`src/rtl/srl_pkg.sv`:
```
package srl_pkg;

  // Largest chain one lookup-table memory element holds.
  localparam int unsigned SRL_STAGES_MAX = 16;

  // Width of a tap code able to address n stages (at least one bit).
  function automatic int tap_bits(input int n);
    return (n <= 1) ? 1 : $clog2(n);
  endfunction

endpackage

```
`src/rtl/srl_stage_chain.sv`:
```
module srl_stage_chain #(
  parameter int STAGES = 16,
  parameter int DATA_W = 1,
  localparam int FLAT_W = STAGES * DATA_W
) (
  input  logic              clk,
  input  logic              rst,
  input  logic              ce,
  input  logic [DATA_W-1:0] din,
  output logic [FLAT_W-1:0] taps_o
);

  logic [DATA_W-1:0] stage_q [STAGES];

  // Power-up contents: all zero.
  initial begin
    for (int i = 0; i < STAGES; i++) stage_q[i] = '0;
  end

  always_ff @(posedge clk) begin
    if (rst) begin
      for (int i = 0; i < STAGES; i++) stage_q[i] <= '0;
    end else if (ce) begin
      stage_q[0] <= din;
      for (int i = 1; i < STAGES; i++) stage_q[i] <= stage_q[i-1];
    end
  end

  for (genvar g = 0; g < STAGES; g++) begin : g_flat
    assign taps_o[g*DATA_W +: DATA_W] = stage_q[g];
  end

endmodule

```
`src/rtl/srl_tap_mux.sv`:
```
module srl_tap_mux #(
  parameter int STAGES = 16,
  parameter int DATA_W = 1,
  parameter int SEL_W  = 4,
  localparam int FLAT_W = STAGES * DATA_W
) (
  input  logic [FLAT_W-1:0] taps_i,
  input  logic [SEL_W-1:0]  sel_i,
  output logic [DATA_W-1:0] data_o
);

  logic [STAGES-1:0] hit;
  logic [DATA_W-1:0] lane [STAGES];

  // One-hot decode of the tap code, then AND-OR reduction.
  for (genvar g = 0; g < STAGES; g++) begin : g_lane
    assign hit[g]  = (sel_i == SEL_W'(g));
    assign lane[g] = taps_i[g*DATA_W +: DATA_W] & {DATA_W{hit[g]}};
  end

  always_comb begin
    data_o = '0;
    for (int k = 0; k < STAGES; k++) data_o = data_o | lane[k];
  end

endmodule

```
`src/rtl/addr_tap_srl.sv`:
```
module addr_tap_srl
  import srl_pkg::*;
#(
  parameter int STAGES = SRL_STAGES_MAX,
  parameter int DATA_W = 1,
  parameter int SEL_W  = tap_bits(STAGES)
) (
  input  logic              clk,
  input  logic              rst,
  input  logic              ce,
  input  logic [DATA_W-1:0] din,
  input  logic [SEL_W-1:0]  depth,
  output logic [DATA_W-1:0] dout
);

  localparam int FLAT_W = STAGES * DATA_W;

  logic [FLAT_W-1:0] taps;

  srl_stage_chain #(
    .STAGES (STAGES),
    .DATA_W (DATA_W)
  ) chain_i (
    .clk    (clk),
    .rst    (rst),
    .ce     (ce),
    .din    (din),
    .taps_o (taps)
  );

  srl_tap_mux #(
    .STAGES (STAGES),
    .DATA_W (DATA_W),
    .SEL_W  (SEL_W)
  ) mux_i (
    .taps_i (taps),
    .sel_i  (depth),
    .data_o (dout)
  );

endmodule

```
`config.mk`:
```
export PLATFORM = sky130hd
export DESIGN_NAME = addr_tap_srl
export DESIGN_NICKNAME = d
export VERILOG_FILES = /design/src/rtl/srl_pkg.sv /design/src/rtl/srl_stage_chain.sv /design/src/rtl/srl_tap_mux.sv /design/src/rtl/addr_tap_srl.sv
export SDC_FILE = /design/constraint.sdc
export NUM_CORES = 1
export LEC_CHECK = 0
export BUFFER_PORTS_ARGS = -buffer_cell sky130_fd_sc_hd__buf_4
export CAP_MARGIN = 0
export CORE_MARGIN = 1
export CORE_UTILIZATION = 50
export DETAILED_ROUTE_END_ITERATION = 8
export PLACE_DENSITY = 0.7
export SLEW_MARGIN = 40
export SYNTH_ARGS = -nofsm -noshare
export SYNTH_HDL_FRONTEND = slang
export SYNTH_SLANG_ARGS = --single-unit
```
`constraint.sdc`:
```
create_clock -name clk -period 3.9 [get_ports clk]
set_clock_uncertainty 0.2 [all_clocks]
set_input_delay 0.975 -clock clk [delete_from_list [all_inputs] [get_ports clk]]
set_output_delay 0.975 -clock clk [all_outputs]
set_load 0.03 [all_outputs]
```
==> impl_results.md, run 1 <==
* Met3 WL at 56 um
* MaxCap Viol Count at 0
* Top-Level Pins at 9
* Hold path startpoint: chain_i.stage_q[0][1]
* Wl on met1 at 630 um
* Final setup fails at 0
* Critical path launch point type: input port
* Post-Place Setup Slack at 580 ps
* Fmax at 0.299 GHz
* CTS Buf Count at 3
* Reg with most FFs: chain_i.stage_q
* Die width at 41.2 um
* DR vias/cell at 5.63
* Die height at 41.2 um
* Worst setup EP type: primary output
* Hold-fix buffers at CTS at 0
* Multi-input logic area at 268 um^2
* Total grt overflow at 0
* Cell area power density at 388 mW/mm^2
* Status: complete, no violations
* Top Layer Used: met4
* Routed length per instance at 15.5 um
* Root Driver: clkbuf_4
* Critical-path cell list: buf_4 -> mux4_2 -> nand2b_1 -> nand3_1 -> o311ai_1 -> buf_4
* HP Class: flop to flop
* Crit path max-delay family: multiplexers
* Seq. cell area at 480 um^2
* Depth of the CTS H-tree at 1
* Post-cts sizing count at 0
* Skew-Pair Late Insertion Delay at 280 ps
* Diode count at 0
* Tmin final at 3340 ps
* CP most frequent cell: buf_4
* Mapped Cells at 57
* Worst-path fanout max at 9
* Buf/Inv on CP at 2
* Main combinational cell family by area after synthesis: simple AND/OR/NAND/NOR gates
* Max VDD drop at 0.000274 V
* Largest net degree at the start of global routing at 17
* Minimum setup slack in the final design at 555 ps
* Gpl congestion at 0.704
* Pre-Repair DR Iteration Count at 4
* Max Slew Vio Count at 0
* Die Area at 0.00170 mm^2
* Core area at 0.00137 mm^2
* YS warnings at 0
* Area Overhead vs Synth at 11.6%
* GR Util All Layers at 19.2%
* # nets final at 76
* RSZ-0062 raised after global routing: false
* DRC Markers at 0
* Initial DRC count at 13
* Crit. path cell count at 6
* Antenna violations before repair at 0
* Remaining antenna violation count at 0
* # Post-CTS Setup Buffers at 0
* CTS tree: done
* Critical-path cell with the highest stage delay: mux4_2
* Fin crit share at 85.8%
* Synthesized area at 768 um^2
* Worst path required time at 2720 ps
* Simple logic cell fraction of the synthesized area at 20.8%
* Slew margin rel. at 63.9%
* Worst R2R Setup Slack at 2860 ps
* Largest register FFs at 16
* Synth cell types at 21
* R2R depth at 1
* Share of the yosys chip area belonging to registers at 62.5%
* Clock transition at path regs at 90 ps
* Seq cells post-synth at 16
* RR Startpoint: chain_i.stage_q[0][5]
* Vias at 462
* Final hold vios at 0
* Worst R2R End: chain_i.stage_q[0][6]
* Critical path class: input port to primary output
* Adder-Cell Fraction of Synth Area at 0%
* Met2 wire length at 574 um
* Starting Density at 56.2%
* Setup tns final at 0 ps
* Layout cells sized above 1 at 25.4%
* First-pass GRT wire length at 2050 um
* FP Rows at 13
* Tightest Pin Transition at 541 ps
* Syn_area_per_cell at 13.5 um^2
* PortBufs at 8
* Compound-gate portion of the synthesized area at 8.47%
* Clk sinks at 16
* Filler cells at 114
* Syn_nets at 65
* Critical Path Sink: dout
* Largest regs: chain_i.stage_q: 16 flops
* CP max stage delay at 520 ps
* Routed WL at 1280 um
* Post-synthesis mux area share at 5.54%
* Pleak at 0.338 nW
* Synth Area in XOR/XNOR at 0%
* CP Data Arrival Time at 2170 ps
* Crit path launch: depth[0]
* Clk buf depth at 2
* Vias in the first global route at 444
==> per-stage QoR <==
| step | std cells | hold WS, ps | cell area [um^2] | util, % | power [mW] |
|---|---|---|---|---|---|
| 2_1_floorplan | 57 | 315 | 768 | - | 0.234 |
| 3_3_place_gp | 78 | 329 | 831 | 60.8 | 0.249 |
| 3_5_place_dp | 78 | 342 | 831 | 60.8 | 0.249 |
| 4_1_cts | 82 | 364 | 857 | 62.7 | 0.335 |
| 5_1_grt | 82 | 395 | 857 | 62.7 | 0.350 |
| 6_report | 82 | 357 | 857 | 62.7 | 0.332 |
==> cell families after synthesis <==
family / count (synthesis)
muxes: 3
and+or+nand+nor: 26
buffers and inverters: 3
AOI/OAI and AO/OA: 9
DFF: 16
==> layout by cell type, fill, tap and decap left out, drive strengths merged, types with 2 or more instances in the layout <==
cell type,count
a31oi,2
nor2b,7
and2,10
nor2,2
o21ai,2
buf,8
a211o,2
clkbuf,3
and2b,2
mux2i,2
nand2b,2
edfxtp,16
==> layout make-up <==
type / count / area share (%)
sequential: 16 / 56.1
multi-input combinational: 38 / 31.2
timing repair buffer: 8 / 7.01
clock buffer: 3 / 2.63
tap: 15 / 2.19
clock inverter: 1 / 0.438
inverter: 1 / 0.438
==> per-layer routing <==
metal | global-route usage (%) | vias up
li1 | - | 232
met1 | 26.5 | 214
met2 | 28.9 | 14
met3 | 3.26 | 2
met4 | 9.68 | 0
met5 | 0 | -
==> power breakdown <==
group	internal, mW	switching (mW)
clock network	0.0371	0.0496
registers	0.202	0.00524
logic	0.0189	0.0196
total	0.258	0.0744
==> worst min path at each step <==
stage	end	slack, ps	depth (start not counted)
floorplan	chain_i.stage_q[0][3]	320	1
CTS	chain_i.stage_q[0][2]	360	1
finish	chain_i.stage_q[0][2]	360	1
detailed placement	chain_i.stage_q[0][2]	340	1
global route	chain_i.stage_q[0][3]	390	1
global placement	chain_i.stage_q[0][3]	330	1
==> synth_stat cells <==
| master | count | share of area, % |
|---|---|---|
| nand2b_1 | 2 | 1.6 |
| a32oi_1 | 1 | 1.1 |
| buf_6 | 1 | 1.5 |
| o311ai_1 | 1 | 1.1 |
| clkbuf_2 | 1 | 0.65 |
| and2_1 | 10 | 8.1 |
| nand2_1 | 1 | 0.49 |
| or2_2 | 1 | 0.81 |
| a31oi_1 | 2 | 1.6 |
| nor2_1 | 2 | 0.98 |
| and2b_4 | 1 | 1.3 |
| mux4_2 | 1 | 2.9 |
| edfxtp_1 | 16 | 63 |
| a21oi_1 | 1 | 0.65 |
| inv_1 | 1 | 0.49 |
| mux2i_1 | 2 | 2.6 |
| a211o_2 | 2 | 2.6 |
| nand3_1 | 1 | 0.65 |
| and2b_2 | 1 | 1.1 |
| nor2b_1 | 7 | 5.7 |
| o21ai_0 | 2 | 1.3 |
No activity file was read; power rests on OpenSTA's default activity.
==> inputs of run 2 (changes only) <==
--- a/config.mk
+++ b/config.mk
@@ -10,7 +10,7 @@
 export CORE_MARGIN = 1
 export CORE_UTILIZATION = 50
 export DETAILED_ROUTE_END_ITERATION = 8
-export PLACE_DENSITY = 0.7
+export PLACE_DENSITY = 0.75
 export SLEW_MARGIN = 40
 export SYNTH_ARGS = -nofsm -noshare
 export SYNTH_HDL_FRONTEND = slang
==> run 2 against run 1 <==
Net effect: combinational power about the same; first-iteration DRC count decreased by 31%; critical path depth unchanged; sequential share of layout area increased by 0.25 points; non-clock buffer count unchanged; critical path type unchanged; register-to-register slack improved by 20 ps; via count increased by 0.22%; largest cell class unchanged.
==> impl_results.md, run 2 (synthesis gave the netlist of run 1 again) <==
* Status: complete, no violations
* Worst path required time at 2720 ps (about the same)
* DRC Markers at 0 (unchanged)
* Slew margin rel. at 63.1% (-0.74 points)
* MaxCap Viol Count at 0 (unchanged)
* Final hold vios at 0 (unchanged)
* Clk buf depth at 2 (unchanged)
* Hold Path Depth at 1 (unchanged)
* CP Data Arrival Time at 2160 ps (about the same)
* Root Driver: clkbuf_4
* Die height at 41.2 um (unchanged)
* CP most frequent cell: buf_4
* Post-cts sizing count at 0 (unchanged)
* Top-Level Pins at 9 (unchanged)
* Hold-fix buffers at CTS at 0 (unchanged)
* Placed Area at 831 um^2 (unchanged)
* Die width at 41.2 um (unchanged)
* Critical-path cell with the highest stage delay: mux4_2
* Cell area power density at 391 mW/mm^2 (+0.95%)
* Critical path class: input port to primary output
* Skew-Pair Late Insertion Delay at 290 ps (about the same)
* Worst R2R End: chain_i.stage_q[0][7]
* Post-route core utilization at 62.5% (-0.27 points)
* Critical path launch point type: input port
* Gpl congestion at 0.717 (+1.8%)
* Reg with most FFs: chain_i.stage_q
* CTS tree: done
* Pre-Repair DR Iteration Count at 4 (unchanged)
* Total grt overflow at 0 (unchanged)
* HP Class: flop to flop
* Antenna violations before repair at 0 (unchanged)
* Diode count at 0 (unchanged)
* Filler cells at 111 (-2.6%)
* Largest register FFs at 16 (unchanged)
* Crit path max-delay family: multiplexers
* Vias at 463 (+0.22%)
* Clk sinks at 16 (unchanged)
* # nets final at 76 (unchanged)
* Buf/Inv on CP at 2 (unchanged)
* Routed WL at 1300 um (+1.6%)
* Depth of the CTS H-tree at 1 (unchanged)
* First-pass GRT wire length at 1890 um (-7.8%)
* Max Slew Vio Count at 0 (unchanged)
* Hold path startpoint: chain_i.stage_q[0][2]
* Worst R2R Setup Slack at 2880 ps (+20 ps)
* Largest regs: chain_i.stage_q: 16 flops
* PortBufs at 8 (unchanged)
* # Post-CTS Setup Buffers at 0 (unchanged)
* Core area at 0.00137 mm^2 (unchanged)
* Area Overhead vs Synth at 11.1%
* DR vias/cell at 5.72 (+1.5%)
* Pleak at 0.336 nW (-0.46%)
* Design Area, Final at 853 um^2 (-0.44%)
* Clock transition at path regs at 90 ps (about the same)
* Fin crit share at 85.4% (-0.32 points)
* Worst setup EP type: primary output
* CTS Buf Count at 3 (unchanged)
* Commonest non-fill, non-tap cell in the layout: edfxtp_1
* Hold slack at 368 ps (+11.3 ps)
* Tightest Pin Transition at 552 ps (+11.1 ps)
* Tmin final at 3330 ps (-12.6 ps)
* Critical-path cell list: buf_4 -> mux4_2 -> nand2b_1 -> nand3_1 -> o311ai_1 -> buf_4
* Remaining antenna violation count at 0 (unchanged)
* GR Util All Layers at 18.1% (-1.1 points)
* Max VDD drop at 0.000205 V (-25%)
* Hold worst-path end: chain_i.stage_q[0][3]
* R2R depth at 1 (unchanged)
* Setup tns final at 0 ps (unchanged)
* RSZ-0062 raised after global routing: false
* Largest net degree at the start of global routing at 17 (unchanged)
* Worst-path fanout max at 9 (unchanged)
* RR Startpoint: chain_i.stage_q[0][6]
* Layout cells sized above 1 at 25.8% (+0.38 points)
* Initial DRC count at 9 (-4)
* Die Area at 0.00170 mm^2 (unchanged)
* Vias in the first global route at 444 (unchanged)
* Starting Density at 56.2% (unchanged)
* Final setup fails at 0 (unchanged)
* Routed length per instance at 16.0 um (+2.8%)
* Fmax at 0.300 GHz (+0.38%)
* CP max stage delay at 520 ps (about the same)
* Most frequent cells in the layout: 16 x edfxtp_1, 10 x and2_1, 8 x buf_4, 7 x nor2b_1, 3 x clkbuf_4
* FP Rows at 13 (unchanged)
-- run 2: cell count changes in the layout (fill, tap and decap cells not counted) --
cell / before / now
clkinv_1: 1 / 0
-- run 2: metrics by stage --
| step | setup WS [ps] | power, mW | instances |
|---|---|---|---|
| 2_1_floorplan | 603 | 0.234 | 57 |
| 3_3_place_gp | 574 | 0.248 | 78 |
| 3_5_place_dp | 577 | 0.249 | 78 |
| 4_1_cts | 560 | 0.333 | 81 |
| 5_1_grt | 498 | 0.343 | 81 |
| 6_report | 568 | 0.334 | 81 |
-- run 2: worst max-delay path by stage --
stage | start | end | cells past startpoint
finish | depth[0] | dout | 6
detailed placement | depth[0] | dout | 6
global placement | depth[0] | dout | 6
CTS | depth[0] | dout | 6
floorplan | depth[0] | dout | 5
global route | depth[0] | dout | 6
-- run 2: where the power goes --
part / switching, mW / internal (mW)
combinational: 0.0192 / 0.0189
sequential: 0.00511 / 0.202
clock: 0.0529 / 0.0359
-- run 2: layout make-up --
type	count	area, um^2	share of cell area (%)
well taps	15	18.8	2.20
flip-flops and latches	16	480	56.3
clock buffers	3	22.5	2.64
inverters	1	3.75	0.440
multi-input cells	38	268	31.4
repair buffers	8	60.1	7.04
-- run 2: layer usage --
layer,part of all wire (%),up-vias,routed length [um],global-route usage [%]
met2,46,9,590,30.5
li1,-,230,-,-
met4,2.4,0,31,9.68
met3,3.6,5,46,4.89
met1,48,219,626,20.7
met5,0,-,0,0
